**src/rtl/qt_pkg.sv**
```systemverilog
package qt_pkg;
    localparam int ADDR_CTRL = 0;
    localparam int ADDR_STAT = 1;
    localparam int ADDR_CNT  = 2;
    localparam int ADDR_GRA  = 3;
    localparam int ADDR_GRB  = 4;

    localparam int CB_PHASE = 0;
    localparam int CB_FDIR  = 1;
    localparam int CB_PWM   = 2;
    localparam int CB_CLR   = 3;
    localparam int CB_SRC   = 5;
    localparam int CTRL_W   = 8;
    localparam int STAT_W   = 3;

    typedef enum logic [1:0] {
        P00 = 2'b00,
        P01 = 2'b01,
        P10 = 2'b10,
        P11 = 2'b11
    } qpos_t;

    typedef enum logic [1:0] {
        CLR_NONE = 2'b00,
        CLR_ON_A = 2'b01,
        CLR_ON_B = 2'b10,
        CLR_OFF  = 2'b11
    } clr_sel_t;
endpackage

```
**src/rtl/qt_sync.sv**
```systemverilog
module qt_sync #(
    parameter int STAGES = 2,
    parameter int W      = 1
) (
    input  logic         clk,
    input  logic         rst_n,
    input  logic [W-1:0] d,
    output logic [W-1:0] q
);
    logic [W-1:0] stage_q [STAGES];

    generate
        for (genvar i = 0; i < STAGES; i++) begin : g_stage
            always_ff @(posedge clk or negedge rst_n) begin
                if (!rst_n)
                    stage_q[i] <= '0;
                else if (i == 0)
                    stage_q[i] <= d;
                else
                    stage_q[i] <= stage_q[(i == 0) ? 0 : i-1];
            end
        end
    endgenerate

    assign q = stage_q[STAGES-1];
endmodule

```
**src/rtl/qt_quad_fsm.sv**
```systemverilog
module qt_quad_fsm
    import qt_pkg::*;
(
    input  logic clk,
    input  logic rst_n,
    input  logic pa,
    input  logic pb,
    output logic step,
    output logic up
);
    qpos_t state_q;
    qpos_t cur;

    assign cur = qpos_t'({pa, pb});

    always_ff @(posedge clk or negedge rst_n) begin
        if (!rst_n)
            state_q <= P00;
        else
            state_q <= cur;
    end

    always_comb begin
        step = 1'b0;
        up   = 1'b0;
        unique case (state_q)
            P00: begin
                if (cur == P10) begin step = 1'b1; up = 1'b1; end
                else if (cur == P01) step = 1'b1;
            end
            P10: begin
                if (cur == P11) begin step = 1'b1; up = 1'b1; end
                else if (cur == P00) step = 1'b1;
            end
            P11: begin
                if (cur == P01) begin step = 1'b1; up = 1'b1; end
                else if (cur == P10) step = 1'b1;
            end
            P01: begin
                if (cur == P00) begin step = 1'b1; up = 1'b1; end
                else if (cur == P11) step = 1'b1;
            end
        endcase
    end

    AST_SINGLE_CHANGE_STEP: assert property (@(posedge clk) disable iff (!rst_n)
        step |-> ($countones(cur ^ state_q) == 1));
endmodule

```
**src/rtl/qt_clk_sel.sv**
```systemverilog
module qt_clk_sel #(
    parameter int PW = 3
) (
    input  logic       clk,
    input  logic       rst_n,
    input  logic [2:0] src,
    input  logic       ext_s,
    output logic       tick
);
    logic [PW-1:0] div_q;
    logic [PW-1:0] low_mask;
    logic          ext_prev_q;
    logic          int_tick;
    logic          rise;
    logic          fall;

    always_ff @(posedge clk or negedge rst_n) begin
        if (!rst_n) begin
            div_q      <= '0;
            ext_prev_q <= 1'b0;
        end else begin
            div_q      <= div_q + PW'(1);
            ext_prev_q <= ext_s;
        end
    end

    assign low_mask = (PW'(1) << src[1:0]) - PW'(1);
    assign int_tick = &(div_q | ~low_mask);
    assign rise     = ext_s & ~ext_prev_q;
    assign fall     = ~ext_s & ext_prev_q;

    always_comb begin
        if (!src[2])
            tick = int_tick;
        else if (src[1])
            tick = rise | fall;
        else if (src[0])
            tick = fall;
        else
            tick = rise;
    end
endmodule

```
**src/rtl/qtimer_chan.sv**
```systemverilog
module qtimer_chan
    import qt_pkg::*;
#(
    parameter int W  = 16,
    parameter int AW = 3
) (
    input  logic          clk,
    input  logic          rst_n,
    input  logic          wr_en,
    input  logic          rd_en,
    input  logic [AW-1:0] addr,
    input  logic [W-1:0]  wdata,
    output logic [W-1:0]  rdata,
    input  logic          ext_clk,
    input  logic          ph_a,
    input  logic          ph_b,
    output logic          tio
);
    localparam int CRSV = W - CTRL_W;
    localparam int SRSV = W - STAT_W;

    logic [CTRL_W-1:0] ctrl_q;
    logic [W-1:0]      cnt_q, gra_q, grb_q;
    logic [STAT_W-1:0] flag_q, arm_q, flag_set, flag_clr;
    logic              tio_q;

    logic [2:0] sync_q;
    logic       qd_step, qd_up, cs_tick;
    logic       phase_en, fdir, pwm_en;
    clr_sel_t   clr_sel;
    logic       tick, cnt_up, hit_a, hit_b, do_clr;
    logic       up_wrap, dn_wrap;
    logic       wr_ctrl, wr_stat, wr_cnt, wr_gra, wr_grb, rd_stat;

    qt_sync #(.STAGES(2), .W(3)) u_sync (
        .clk(clk), .rst_n(rst_n), .d({ext_clk, ph_a, ph_b}), .q(sync_q)
    );

    qt_quad_fsm u_quad (
        .clk(clk), .rst_n(rst_n), .pa(sync_q[1]), .pb(sync_q[0]),
        .step(qd_step), .up(qd_up)
    );

    qt_clk_sel #(.PW(3)) u_csel (
        .clk(clk), .rst_n(rst_n), .src(ctrl_q[CB_SRC +: 3]),
        .ext_s(sync_q[2]), .tick(cs_tick)
    );

    assign phase_en = ctrl_q[CB_PHASE];
    assign fdir     = ctrl_q[CB_FDIR];
    assign pwm_en   = ctrl_q[CB_PWM];
    assign clr_sel  = clr_sel_t'(ctrl_q[CB_CLR +: 2]);

    assign wr_ctrl = wr_en && (addr == AW'(ADDR_CTRL));
    assign wr_stat = wr_en && (addr == AW'(ADDR_STAT));
    assign wr_cnt  = wr_en && (addr == AW'(ADDR_CNT));
    assign wr_gra  = wr_en && (addr == AW'(ADDR_GRA));
    assign wr_grb  = wr_en && (addr == AW'(ADDR_GRB));
    assign rd_stat = rd_en && (addr == AW'(ADDR_STAT));

    // count event: quadrature overrides every clock-source selection
    assign tick   = phase_en ? qd_step : cs_tick;
    assign cnt_up = phase_en ? qd_up : 1'b1;
    assign hit_a  = tick && (cnt_q == gra_q);
    assign hit_b  = tick && (cnt_q == grb_q);

    always_comb begin
        unique case (clr_sel)
            CLR_ON_A:          do_clr = hit_a;
            CLR_ON_B:          do_clr = hit_b;
            CLR_NONE, CLR_OFF: do_clr = 1'b0;
        endcase
    end

    assign up_wrap  = tick && !do_clr && cnt_up && (cnt_q == '1);
    assign dn_wrap  = tick && !do_clr && !cnt_up && (cnt_q == '0);
    assign flag_set = {hit_b, hit_a, up_wrap | (dn_wrap & ~fdir)};
    assign flag_clr = {STAT_W{wr_stat}} & arm_q & ~wdata[STAT_W-1:0];

    always_ff @(posedge clk or negedge rst_n) begin
        if (!rst_n) begin
            ctrl_q <= '0;
            cnt_q  <= '0;
            gra_q  <= '0;
            grb_q  <= '0;
            flag_q <= '0;
            arm_q  <= '0;
            tio_q  <= 1'b0;
        end else begin
            if (wr_ctrl) ctrl_q <= wdata[CTRL_W-1:0];
            if (wr_gra)  gra_q  <= wdata;
            if (wr_grb)  grb_q  <= wdata;

            if (wr_cnt)
                cnt_q <= wdata;
            else if (do_clr)
                cnt_q <= '0;
            else if (tick)
                cnt_q <= cnt_up ? cnt_q + W'(1) : cnt_q - W'(1);

            flag_q <= flag_set | (flag_q & ~flag_clr);

            if (wr_stat)
                arm_q <= '0;
            else if (rd_stat)
                arm_q <= arm_q | flag_q;

            if (pwm_en) begin
                if (hit_b)      tio_q <= 1'b0;
                else if (hit_a) tio_q <= 1'b1;
            end else if (hit_a) begin
                tio_q <= ~tio_q;
            end
        end
    end

    always_comb begin
        case (addr)
            AW'(ADDR_CTRL): rdata = {{CRSV{1'b1}}, ctrl_q};
            AW'(ADDR_STAT): rdata = {{SRSV{1'b1}}, flag_q};
            AW'(ADDR_CNT):  rdata = cnt_q;
            AW'(ADDR_GRA):  rdata = gra_q;
            AW'(ADDR_GRB):  rdata = grb_q;
            default:        rdata = '0;
        endcase
    end

    assign tio = tio_q;

    AST_PHASE_HOLDS_CNT: assert property (@(posedge clk) disable iff (!rst_n)
        phase_en && !qd_step && !wr_cnt |=> $stable(cnt_q));
    AST_FDIR_NO_DOWN_OVF: assert property (@(posedge clk) disable iff (!rst_n)
        fdir && qd_step && !qd_up && phase_en && !flag_q[0] && (cnt_q == '0) |=> !flag_q[0]);
    AST_OVF_STICKY: assert property (@(posedge clk) disable iff (!rst_n)
        flag_q[0] && !wr_stat |=> flag_q[0]);
    AST_PWM_HIGH_ON_A: assert property (@(posedge clk) disable iff (!rst_n)
        pwm_en && hit_a && !hit_b |=> tio);
    AST_PWM_LOW_ON_B: assert property (@(posedge clk) disable iff (!rst_n)
        pwm_en && hit_b |=> !tio);
endmodule

```
**config.mk**
```make
export PLATFORM = sky130hd
export DESIGN_NAME = qtimer_chan
export DESIGN_NICKNAME = d
export VERILOG_FILES = /design/src/rtl/qt_pkg.sv /design/src/rtl/qt_sync.sv /design/src/rtl/qt_quad_fsm.sv /design/src/rtl/qt_clk_sel.sv /design/src/rtl/qtimer_chan.sv
export SDC_FILE = /design/constraint.sdc
export NUM_CORES = 1
export LEC_CHECK = 0
export BUFFER_PORTS_ARGS = -buffer_cell sky130_fd_sc_hd__buf_2
export CORE_ASPECT_RATIO = 0.8
export CORE_MARGIN = 2
export CORE_UTILIZATION = 40
export DETAILED_ROUTE_END_ITERATION = 16
export GPL_TIMING_DRIVEN = 0
export PLACE_DENSITY = 0.56
export SLEW_MARGIN = 10
export SYNTH_ARGS = -nofsm -noshare
export SYNTH_HDL_FRONTEND = slang
export SYNTH_SLANG_ARGS = --single-unit
```
**constraint.sdc**
```tcl
create_clock -name clk -period 10.7 [get_ports clk]
set_clock_uncertainty 0.05 [all_clocks]
set_input_delay 1.605 -clock clk [delete_from_list [all_inputs] [get_ports clk]]
set_output_delay 1.605 -clock clk [all_outputs]
set_load 0.05 [all_outputs]
```
==> load_flow_metrics.sql, run 1 <==
INSERT INTO impl_metrics (metric_group, metric, value, unit) VALUES
('pwr', 'power.static_leakage', '2.50', 'nW'),
('sta', 'hold_violations', '0', ''),
('worst_setup_path', 'cp_cell_sequence', 'clkbuf_1 > buf_1 > nor2_1 > a221oi_1 > buf_2', ''),
('grt', 'grt_pass1_vias', '3876', ''),
('sta', 'layout_worst_path_cycle_share', '0.484', ''),
('sta', 'count_of_final_setup_violators', '0', ''),
('logic_synthesis', 'syn-instance-count', '484', ''),
('sta', 'maxSlewViolCount', '0', ''),
('clock_tree', 'path_clk_slew', '0.06', 'ns'),
('outcome', 'run_status', 'finished clean', ''),
('clock_tree', 'post_cts_hold_buffer_count', '0', ''),
('clock_tree', 'cts_max_path_buffers', '2', ''),
('logic_synthesis', 'post_synth_top_area_share', '0.391', ''),
('clock_tree', 'cts_htree_levels', '3', ''),
('floorplan', 'fp.coreArea', '11600', 'um^2'),
('worst_setup_path', 'setup.worst_path.start_class', 'input pin', ''),
('floorplan', 'top_level_ports', '43', ''),
('worst_setup_path', 'timing.critical_path.slowest_stage_cell', 'sky130_fd_sc_hd__buf_1', ''),
('logic_synthesis', 'postSynth.topFlopCell', 'sky130_fd_sc_hd__dfrtp_1', ''),
('worst_setup_path', 'cp.arrival', '3.52', 'ns'),
('sta', 'setup_tns', '0', 'ns'),
('routing', 'detail_route.drc_violations', '0', ''),
('hold_path', 'timing.hold.worst.class', 'reg -> reg', ''),
('grt', 'globalRouteTotalUtil', '0.213', ''),
('logic_synthesis', 'yosys-top-cells-area', 'sky130_fd_sc_hd__dfrtp_1 (39%), sky130_fd_sc_hd__mux2_2 (8.7%), sky130_fd_sc_hd__xor2_1 (6.8%)', ''),
('flow_run', 'maxCapViolCount', '0', ''),
('placed_design', 'dp_hpwl', '10000', 'um'),
('sta', 'final.min_clock_period', '5.18', 'ns'),
('worst_setup_path', 'critical-path-max-stage-delay', '0.63', 'ns'),
('worst_setup_path', 'critPathRequiredTime', '9.05', 'ns'),
('finish', 'finish.cell_count_without_fillers', '689', ''),
('clock_tree', 'cts_sink_cnt', '75', ''),
('worst_setup_path', 'timing_worst_setup_path_type', 'in -> out', ''),
('placed_design', 'placed_cells_incl_taps', '674', ''),
('logic_synthesis', 'number_of_synthesized_flops_with_an_enable_pin', '0', ''),
('routing', 'dr.pass1.iters', '5', ''),
('finish', 'post-route-util', '0.479', ''),
('finish', 'layout.cell_area.non_filler', '5560', 'um^2'),
('logic_synthesis', 'synth_seq_cells', '75', ''),
('logic_synthesis', 'yosysWarnings', '0', ''),
('routing', 'drt-total-wl', '13400', 'um'),
('grt', 'grt_overflow', '0', ''),
('routing', 'route.antenna.remaining_nets', '0', ''),
('placed_design', 'numPortBuffers', '41', ''),
('logic_synthesis', 'synth_fp_nets', '536', ''),
('sta', 'grt_setup_unrepaired', 'no', ''),
('placed_design', 'gp_routability_congestion', '0.870', ''),
('floorplan', 'die_h', '102', 'um'),
('logic_synthesis', 'ys_async_sr_fraction', '1.00', ''),
('routing', 'vias', '3926', ''),
('logic_synthesis', 'synth-seq-area-share', '0.391', ''),
('pwr', 'power_dens_cells', '259', 'nW/um^2'),
('grt', 'initial_antenna_violation_count', '0', ''),
('grt', 'largest_net_degree_at_the_start_of_global_routing', '52', ''),
('logic_synthesis', 'synth.lib_cells_used.distinct', '50', ''),
('sta', 'max-slew-margin-rel', '0.339', ''),
('logic_synthesis', 'netlist.top_cell.by_area', 'sky130_fd_sc_hd__dfrtp_1', ''),
('clock_tree', 'ctsRootBufferMaster', 'sky130_fd_sc_hd__clkbuf_16', ''),
('worst_setup_path', 'worst-path-max-fanout', '10', ''),
('routing', 'via_per_inst', '5.70', ''),
('pwr', 'max-vdd-ir-drop', '0.102', 'mV'),
('floorplan', 'fp.dieW', '126', 'um'),
('finish', 'area_growth_syn_to_layout', '15.8', '%'),
('grt', 'global_route_wire_length_before_repair', '21200', 'um'),
('floorplan', 'die-area', '12900', 'um^2'),
('routing', 'drt-wirelength-per-cell', '19.4', 'um'),
('clock_tree', 'clkLatencyLatePin', '0.34', 'ns'),
('finish', 'drive_above_1_share', '0.192', ''),
('clock_tree', 'tritoncts_clock_tree', 'built', ''),
('logic_synthesis', 'postSynthAreaPerCell', '9.92', 'um^2'),
('logic_synthesis', 'mapped_area', '4800', 'um^2');
critical path, delay by kind of cell:
kind,cells,cell delay (ns)
buffers and inverters,3,1.42
AO/OA/AOI/OAI,1,0.41
AND/OR/NAND/NOR,1,0.08
stage by stage:
step / power (mW) / hold WS, ns / setup WS, ns
after detailed placement: 1.08 / 0.287 / 5.56
after CTS: 1.44 / 0.301 / 5.55
after global placement: 1.07 / 0.282 / 5.55
after floorplan: 0.913 / 0.281 / 5.38
final: 1.44 / 0.299 / 5.52
after global routing: 1.53 / 0.316 / 5.22
flip-flops by register name, summed over array words and instances (netlist names), 8 cells and up:
register,count
gra_q,16
cnt_q,16
ctrl_q,8
grb_q,16
report_power, final:
| group | switching [mW] | total [mW] | internal, mW |
|---|---|---|---|
| Sequential | 0.0667 | 0.421 | 0.354 |
| Clock | 0.121 | 0.348 | 0.227 |
| Combinational | 0.401 | 0.670 | 0.269 |
| Total | 0.589 | 1.44 | 0.851 |
per-layer routing:
layer | share of wire | global-route usage
met5 | 0 | 0
met4 | 0.0067 | 0.0465
met3 | 0.050 | 0.0298
met2 | 0.46 | 0.338
met1 | 0.49 | 0.313
synthesized netlist by cell type, types with 2 or more instances:
master                       n
sky130_fd_sc_hd__dfrtp_1    75
sky130_fd_sc_hd__nand2_1    43
sky130_fd_sc_hd__mux2_2     37
sky130_fd_sc_hd__xor2_1     37
sky130_fd_sc_hd__mux2i_1    27
sky130_fd_sc_hd__clkbuf_1   26
sky130_fd_sc_hd__ha_1       25
sky130_fd_sc_hd__nor2_1     24
sky130_fd_sc_hd__o21ai_0    18
sky130_fd_sc_hd__a21oi_1    16
sky130_fd_sc_hd__inv_1      14
sky130_fd_sc_hd__nor4_1     14
sky130_fd_sc_hd__o22ai_1    13
sky130_fd_sc_hd__o31ai_1    11
sky130_fd_sc_hd__a21boi_0    9
sky130_fd_sc_hd__o21ai_1     9
sky130_fd_sc_hd__xnor2_1     9
sky130_fd_sc_hd__nand4_1     7
sky130_fd_sc_hd__a211oi_1    6
sky130_fd_sc_hd__nor2b_1     6
sky130_fd_sc_hd__a211o_1     4
sky130_fd_sc_hd__a21o_1      4
sky130_fd_sc_hd__buf_4       4
sky130_fd_sc_hd__nand2b_1    4
sky130_fd_sc_hd__nand3_1     4
sky130_fd_sc_hd__nand3b_1    4
sky130_fd_sc_hd__nor3_1      3
sky130_fd_sc_hd__a2111oi_0   2
sky130_fd_sc_hd__a2111oi_1   2
sky130_fd_sc_hd__a31oi_1     2
sky130_fd_sc_hd__and3_1      2
sky130_fd_sc_hd__buf_1       2
sky130_fd_sc_hd__nor3b_1     2
sky130_fd_sc_hd__o21a_1      2
sky130_fd_sc_hd__or2_1       2
placed cells by master, fill, tap and decap left out, types with 2 or more instances in the layout:
cell	netlist	layout
sky130_fd_sc_hd__and3_1	2	2
sky130_fd_sc_hd__clkbuf_16	0	9
sky130_fd_sc_hd__nor2b_1	6	6
sky130_fd_sc_hd__o21a_1	2	2
sky130_fd_sc_hd__a31oi_1	2	2
sky130_fd_sc_hd__clkinv_4	0	2
sky130_fd_sc_hd__xor2_1	37	37
sky130_fd_sc_hd__a21boi_0	9	9
sky130_fd_sc_hd__bufinv_16	0	3
sky130_fd_sc_hd__o31ai_1	11	11
sky130_fd_sc_hd__nand3b_1	4	4
sky130_fd_sc_hd__a2111oi_0	2	2
sky130_fd_sc_hd__o22ai_1	13	13
sky130_fd_sc_hd__nand2_1	43	43
sky130_fd_sc_hd__nand4_1	7	7
sky130_fd_sc_hd__buf_1	2	2
sky130_fd_sc_hd__mux2i_1	27	27
sky130_fd_sc_hd__a21o_1	4	4
sky130_fd_sc_hd__nand3_1	4	4
sky130_fd_sc_hd__a211oi_1	6	6
sky130_fd_sc_hd__o21ai_0	18	18
sky130_fd_sc_hd__ha_1	25	25
sky130_fd_sc_hd__nand2b_1	4	4
sky130_fd_sc_hd__nor4_1	14	14
sky130_fd_sc_hd__or2_1	2	2
sky130_fd_sc_hd__nor2_1	24	24
sky130_fd_sc_hd__xnor2_1	9	9
sky130_fd_sc_hd__a21oi_1	16	16
sky130_fd_sc_hd__buf_2	0	40
sky130_fd_sc_hd__dfrtp_1	75	75
sky130_fd_sc_hd__clkbuf_1	26	26
sky130_fd_sc_hd__mux2_2	37	37
sky130_fd_sc_hd__o21ai_1	9	9
sky130_fd_sc_hd__inv_1	14	14
sky130_fd_sc_hd__nor3_1	3	3
sky130_fd_sc_hd__a211o_1	4	4
sky130_fd_sc_hd__a2111oi_1	2	2
sky130_fd_sc_hd__buf_4	4	5
sky130_fd_sc_hd__nor3b_1	2	2
final timing paths:
path                                         from     endpoint  slack [ns]  cells after the start
worst min register to register  u_sync.stage_q[4]  u_sync.q[1]        0.30                      0
max in group asynchronous                   rst_n     gra_q[7]        8.90                      2
min in group asynchronous                   rst_n          tio        1.12                      1
worst max register to register        u_sync.q[0]    cnt_q[12]        5.67                     16
worst max-delay path                      addr[0]     rdata[6]        5.52                      5
worst min-delay path            u_sync.stage_q[4]  u_sync.q[1]        0.30                      0
cell families after synthesis:
group	share of synthesized area
simple gates	0.123
mux	0.143
buf+inv	0.0391
compound gates	0.151
flops	0.391
xor+xnor	0.0839
fa+ha+maj	0.0693
layout make-up:
| type | instances | area (um^2) |
|---|---|---|
| multi-input cells | 363 | 2740 |
| inverters | 14 | 52.6 |
| flip-flops and latches | 75 | 1880 |
| clock inverters | 6 | 115 |
| fillers | 1076 | 6040 |
| clock buffers | 9 | 225 |
| repair buffers | 42 | 235 |
| well taps | 148 | 185 |
| plain buffers | 32 | 135 |
Note: power is estimated with default switching activity, not from simulation.
==> inputs of run 2 (changes only) <==
--- a/config.mk
+++ b/config.mk
@@ -5,13 +5,14 @@
 export SDC_FILE = /design/constraint.sdc
 export NUM_CORES = 1
 export LEC_CHECK = 0
+export ABC_AREA = 1
 export BUFFER_PORTS_ARGS = -buffer_cell sky130_fd_sc_hd__buf_2
 export CORE_ASPECT_RATIO = 0.8
 export CORE_MARGIN = 2
 export CORE_UTILIZATION = 40
 export DETAILED_ROUTE_END_ITERATION = 16
 export GPL_TIMING_DRIVEN = 0
-export PLACE_DENSITY = 0.56
+export PLACE_DENSITY = 0.58
 export SLEW_MARGIN = 10
 export SYNTH_ARGS = -nofsm -noshare
 export SYNTH_HDL_FRONTEND = slang
==> constraint.sdc (replaced) <==
create_clock -name clk -period 4.7 [get_ports clk]
set_clock_uncertainty 0.05 [all_clocks]
set_input_delay 0.705 -clock clk [delete_from_list [all_inputs] [get_ports clk]]
set_output_delay 0.705 -clock clk [all_outputs]
set_load 0.05 [all_outputs]
==> run 2 against run 1 <==
Effect of this change: non-clock buffer count down 11; via count up 31%; synthesized cell count up 56%; design area up 10%; sequential power up 150%; critical path type is now reg -> reg; largest power group unchanged.
==> load_flow_metrics.sql, run 2 <==
INSERT INTO impl_metrics (metric_group, metric, value, unit) VALUES
('routing', 'drt-total-wl', '16000', 'um'),
('routing', 'detail_route.drc_violations', '0', ''),
('sta', 'final.min_clock_period', '3.52', 'ns'),
('clock_tree', 'post_cts_hold_buffer_count', '0', ''),
('pwr', 'p_total', '3.61', 'mW'),
('pwr', 'max-vdd-ir-drop', '0.269', 'mV'),
('finish', 'drive_above_1_share', '0.147', ''),
('hold_path', 'timing.hold.worst.class', 'in -> async', ''),
('finish', 'post-route-util', '0.473', ''),
('logic_synthesis', 'synth.lib_cells_used.distinct', '44', ''),
('floorplan', 'die-area', '14400', 'um^2'),
('logic_synthesis', 'post_synth_top_area_share', '0.349', ''),
('routing', 'via_per_inst', '5.17', ''),
('logic_synthesis', 'syn-instance-count', '757', ''),
('logic_synthesis', 'synth.cells.most_frequent', 'sky130_fd_sc_hd__nand2_1 (217), sky130_fd_sc_hd__inv_1 (131), sky130_fd_sc_hd__dfrtp_1 (75), sky130_fd_sc_hd__o21ai_0 (51), sky130_fd_sc_hd__nor2_1 (47)', ''),
('logic_synthesis', 'synth-seq-area-share', '0.349', ''),
('logic_synthesis', 'postSynthAreaPerCell', '7.09', 'um^2'),
('finish', 'most_common_cell_after_layout_fill_and_taps_aside', 'sky130_fd_sc_hd__nand2_1', ''),
('logic_synthesis', 'synth_fp_nets', '809', ''),
('floorplan', 'initial_utilization', '0.414', ''),
('clock_tree', 'ctsRootBufferMaster', 'sky130_fd_sc_hd__clkbuf_16', ''),
('worst_setup_path', 'timing_worst_setup_path_type', 'reg -> reg', ''),
('finish', 'finish.cell_count_without_fillers', '991', ''),
('outcome', 'run_status', 'finished clean', ''),
('floorplan', 'top_level_ports', '43', ''),
('worst_setup_path', 'cp-end-kind', 'flop', ''),
('placed_design', 'placed_cells_incl_taps', '975', ''),
('sta', 'hold_violations', '0', ''),
('worst_setup_path', 'critPathRequiredTime', '4.92', 'ns'),
('sta', 'setup_tns', '0', 'ns'),
('worst_setup_path', 'setup.worst_path.start_class', 'flop', ''),
('sta', 'maxSlewViolCount', '0', ''),
('logic_synthesis', 'yosysWarnings', '0', ''),
('grt', 'initial_antenna_violation_count', '0', ''),
('clock_tree', 'cts_htree_levels', '3', ''),
('finish', 'commonest_non_fill_non_tap_cells_in_the_layout', 'sky130_fd_sc_hd__nand2_1 (217), sky130_fd_sc_hd__inv_1 (131), sky130_fd_sc_hd__dfrtp_1 (75), sky130_fd_sc_hd__o21ai_0 (51)', ''),
('grt', 'globalRouteTotalUtil', '0.236', ''),
('grt', 'grt_pass1_vias', '4869', ''),
('logic_synthesis', 'yosys-top-cells-area', 'sky130_fd_sc_hd__dfrtp_1 (35%), sky130_fd_sc_hd__nand2_1 (15%), sky130_fd_sc_hd__inv_1 (9.2%)', ''),
('grt', 'largest_net_degree_at_the_start_of_global_routing', '63', ''),
('logic_synthesis', 'yosys-mux-area-fraction', '0', ''),
('routing', 'drt-wirelength-per-cell', '16.2', 'um'),
('finish', 'layout.cell_area.non_filler', '6130', 'um^2'),
('sta', 'timing.fmax', '284', 'MHz'),
('clock_tree', 'cts_resized', '0', ''),
('placed_design', 'dp_hpwl', '12700', 'um'),
('logic_synthesis', 'netlist.top_cell.by_area', 'sky130_fd_sc_hd__dfrtp_1', ''),
('routing', 'first_iter_violations', '415', ''),
('clock_tree', 'post-cts-setup-buffer-count', '0', ''),
('finish', 'largestRegisters', 'cnt_q x16, gra_q x16, grb_q x16', ''),
('finish', 'insertedDiodeCount', '0', ''),
('placed_design', 'numPortBuffers', '42', ''),
('clock_tree', 'clkLatencyLatePin', '0.34', 'ns'),
('clock_tree', 'cts_max_path_buffers', '2', ''),
('sta', 'layout_worst_path_cycle_share', '0.748', ''),
('logic_synthesis', 'synthAdderAreaFrac', '0.0620', ''),
('grt', 'global_route_wire_length_before_repair', '26100', 'um'),
('routing', 'route.antenna.remaining_nets', '0', ''),
('sta', 'max-slew-margin-rel', '0.572', ''),
('clock_tree', 'cts_buffers', '9', ''),
('logic_synthesis', 'number_of_synthesized_flops_with_an_enable_pin', '0', ''),
('clock_tree', 'cts_sink_cnt', '75', ''),
('floorplan', 'rows', '37', ''),
('flow_run', 'maxCapViolCount', '0', ''),
('logic_synthesis', 'synth-xor-area-share', '0.0408', ''),
('logic_synthesis', 'ys_async_sr_fraction', '1.00', ''),
('routing', 'dr.pass1.iters', '5', ''),
('grt', 'grt_overflow', '0', ''),
('placed_design', 'placed_area', '5830', 'um^2'),
('pwr', 'power.static_leakage', '3.24', 'nW'),
('sta', 'grt_setup_unrepaired', 'no', ''),
('worst_setup_path', 'worst-path-max-fanout', '16', ''),
('floorplan', 'fp.dieW', '134', 'um'),
('floorplan', 'die_h', '108', 'um'),
('finish', 'final_nets', '863', ''),
('sta', 'worst_margin_slew', '0.641', 'ns'),
('finish', 'area_growth_syn_to_layout', '14.2', '%'),
('logic_synthesis', 'synthSimpleGateAreaFrac', '0.277', ''),
('logic_synthesis', 'postSynth.topFlopCell', 'sky130_fd_sc_hd__dfrtp_1', ''),
('logic_synthesis', 'mapped_area', '5370', 'um^2'),
('logic_synthesis', 'synth_compound_gate_area_share', '0.151', ''),
('clock_tree', 'tritoncts_clock_tree', 'built', ''),
('clock_tree', 'path_clk_slew', '0.06', 'ns'),
('logic_synthesis', 'synth_most_common_cell', 'sky130_fd_sc_hd__nand2_1', ''),
('routing', 'vias', '5124', ''),
('logic_synthesis', 'combinational_family_with_the_most_area_after_synthesis', 'simple AND/OR/NAND/NOR gates', ''),
('logic_synthesis', 'synth_seq_cells', '75', ''),
('worst_setup_path', 'cp.arrival', '3.73', 'ns'),
('pwr', 'power_dens_cells', '588', 'nW/um^2'),
('floorplan', 'fp.coreArea', '13000', 'um^2'),
('placed_design', 'gp_routability_congestion', '0.939', ''),
('sta', 'count_of_final_setup_violators', '0', '');
[run 2: cell types whose count changed after synthesis, moves of 23 or more]
cell	before	now
sky130_fd_sc_hd__o21ai_0	18	51
sky130_fd_sc_hd__nor2_1	24	47
sky130_fd_sc_hd__inv_1	14	131
sky130_fd_sc_hd__mux2_2	37	0
sky130_fd_sc_hd__mux2i_1	27	0
sky130_fd_sc_hd__nand2_1	43	217
sky130_fd_sc_hd__xor2_1	37	7
[run 2: kinds of logic (layout without fill, tap and decap cells)]
group | after synthesis | count (layout)
compound gates | 128 | 128
xor+xnor | 25 | 25
fa+ha+maj | 26 | 26
buf+inv | 160 | 219
flops | 75 | 75
simple gates | 343 | 343
[run 2: critical path, stage by stage, from the launching register on]
cell and delay (ns):
sky130_fd_sc_hd__dfrtp_1 0.39, sky130_fd_sc_hd__inv_1 0.08, sky130_fd_sc_hd__ha_1 0.21, sky130_fd_sc_hd__a21oi_1 0.37
sky130_fd_sc_hd__nand2_1 0.18, sky130_fd_sc_hd__inv_1 0.51, sky130_fd_sc_hd__ha_1 0.35, sky130_fd_sc_hd__clkbuf_1 0.18
sky130_fd_sc_hd__or2_2 0.32, sky130_fd_sc_hd__nand3_1 0.11, sky130_fd_sc_hd__nand2_1 0.10, sky130_fd_sc_hd__nand2_1 0.10
sky130_fd_sc_hd__nand2_1 0.06, sky130_fd_sc_hd__nand2_1 0.06, sky130_fd_sc_hd__nand2_1 0.07, sky130_fd_sc_hd__inv_1 0.07
sky130_fd_sc_hd__nand4_1 0.09, sky130_fd_sc_hd__a21oi_1 0.15
[run 2: worst paths after layout]
kind | endpoint | slack, ns | depth (start not counted) | from
max | cnt_q[15] | 1.18 | 17 | u_quad.state_q[0]
min | arm_q[2] | 0.17 | 1 | rst_n
max reg2reg | cnt_q[15] | 1.18 | 17 | u_quad.state_q[0]
min reg2reg | u_sync.q[1] | 0.30 | 0 | u_sync.stage_q[4]
max in group asynchronous | gra_q[9] | 3.86 | 2 | rst_n
min in group clk | u_sync.q[1] | 0.30 | 0 | u_sync.stage_q[4]
[run 2: power breakdown]
part / switching, mW / total (mW) / internal, mW
sequential: 0.242 / 1.05 / 0.804
combinational: 1.17 / 1.85 / 0.683
clock: 0.293 / 0.708 / 0.415
[run 2: metrics by stage]
stage          setup slack (ns)  hold slack, ns
6_report                   1.18           0.168
5_1_grt                   0.979           0.176
4_1_cts                    1.21           0.171
3_5_place_dp               1.26           0.289
3_3_place_gp               1.28           0.283
2_1_floorplan              1.71           0.281
[run 2: metal layers]
metal / vias to the layer above / share of wire / wire, um / GRT usage
li1: 2523 / - / - / -
met1: 2436 / 0.50 / 8080 / 0.357
met2: 151 / 0.41 / 6610 / 0.341
met3: 14 / 0.073 / 1180 / 0.0589
met4: 0 / 0.0099 / 159 / 0.0464
met5: - / 0 / 0 / 0
[run 2: layout make-up]
| class | count | area [um^2] |
|---|---|---|
| Buffer | 20 | 116 |
| Clock buffer | 9 | 225 |
| Clock inverter | 7 | 76.3 |
| Fill cell | 1335 | 6830 |
| Inverter | 140 | 527 |
| Multi-Input combinational cell | 522 | 2850 |
| Sequential cell | 75 | 1880 |
| Tap cell | 175 | 219 |
| Timing Repair Buffer | 43 | 240 |
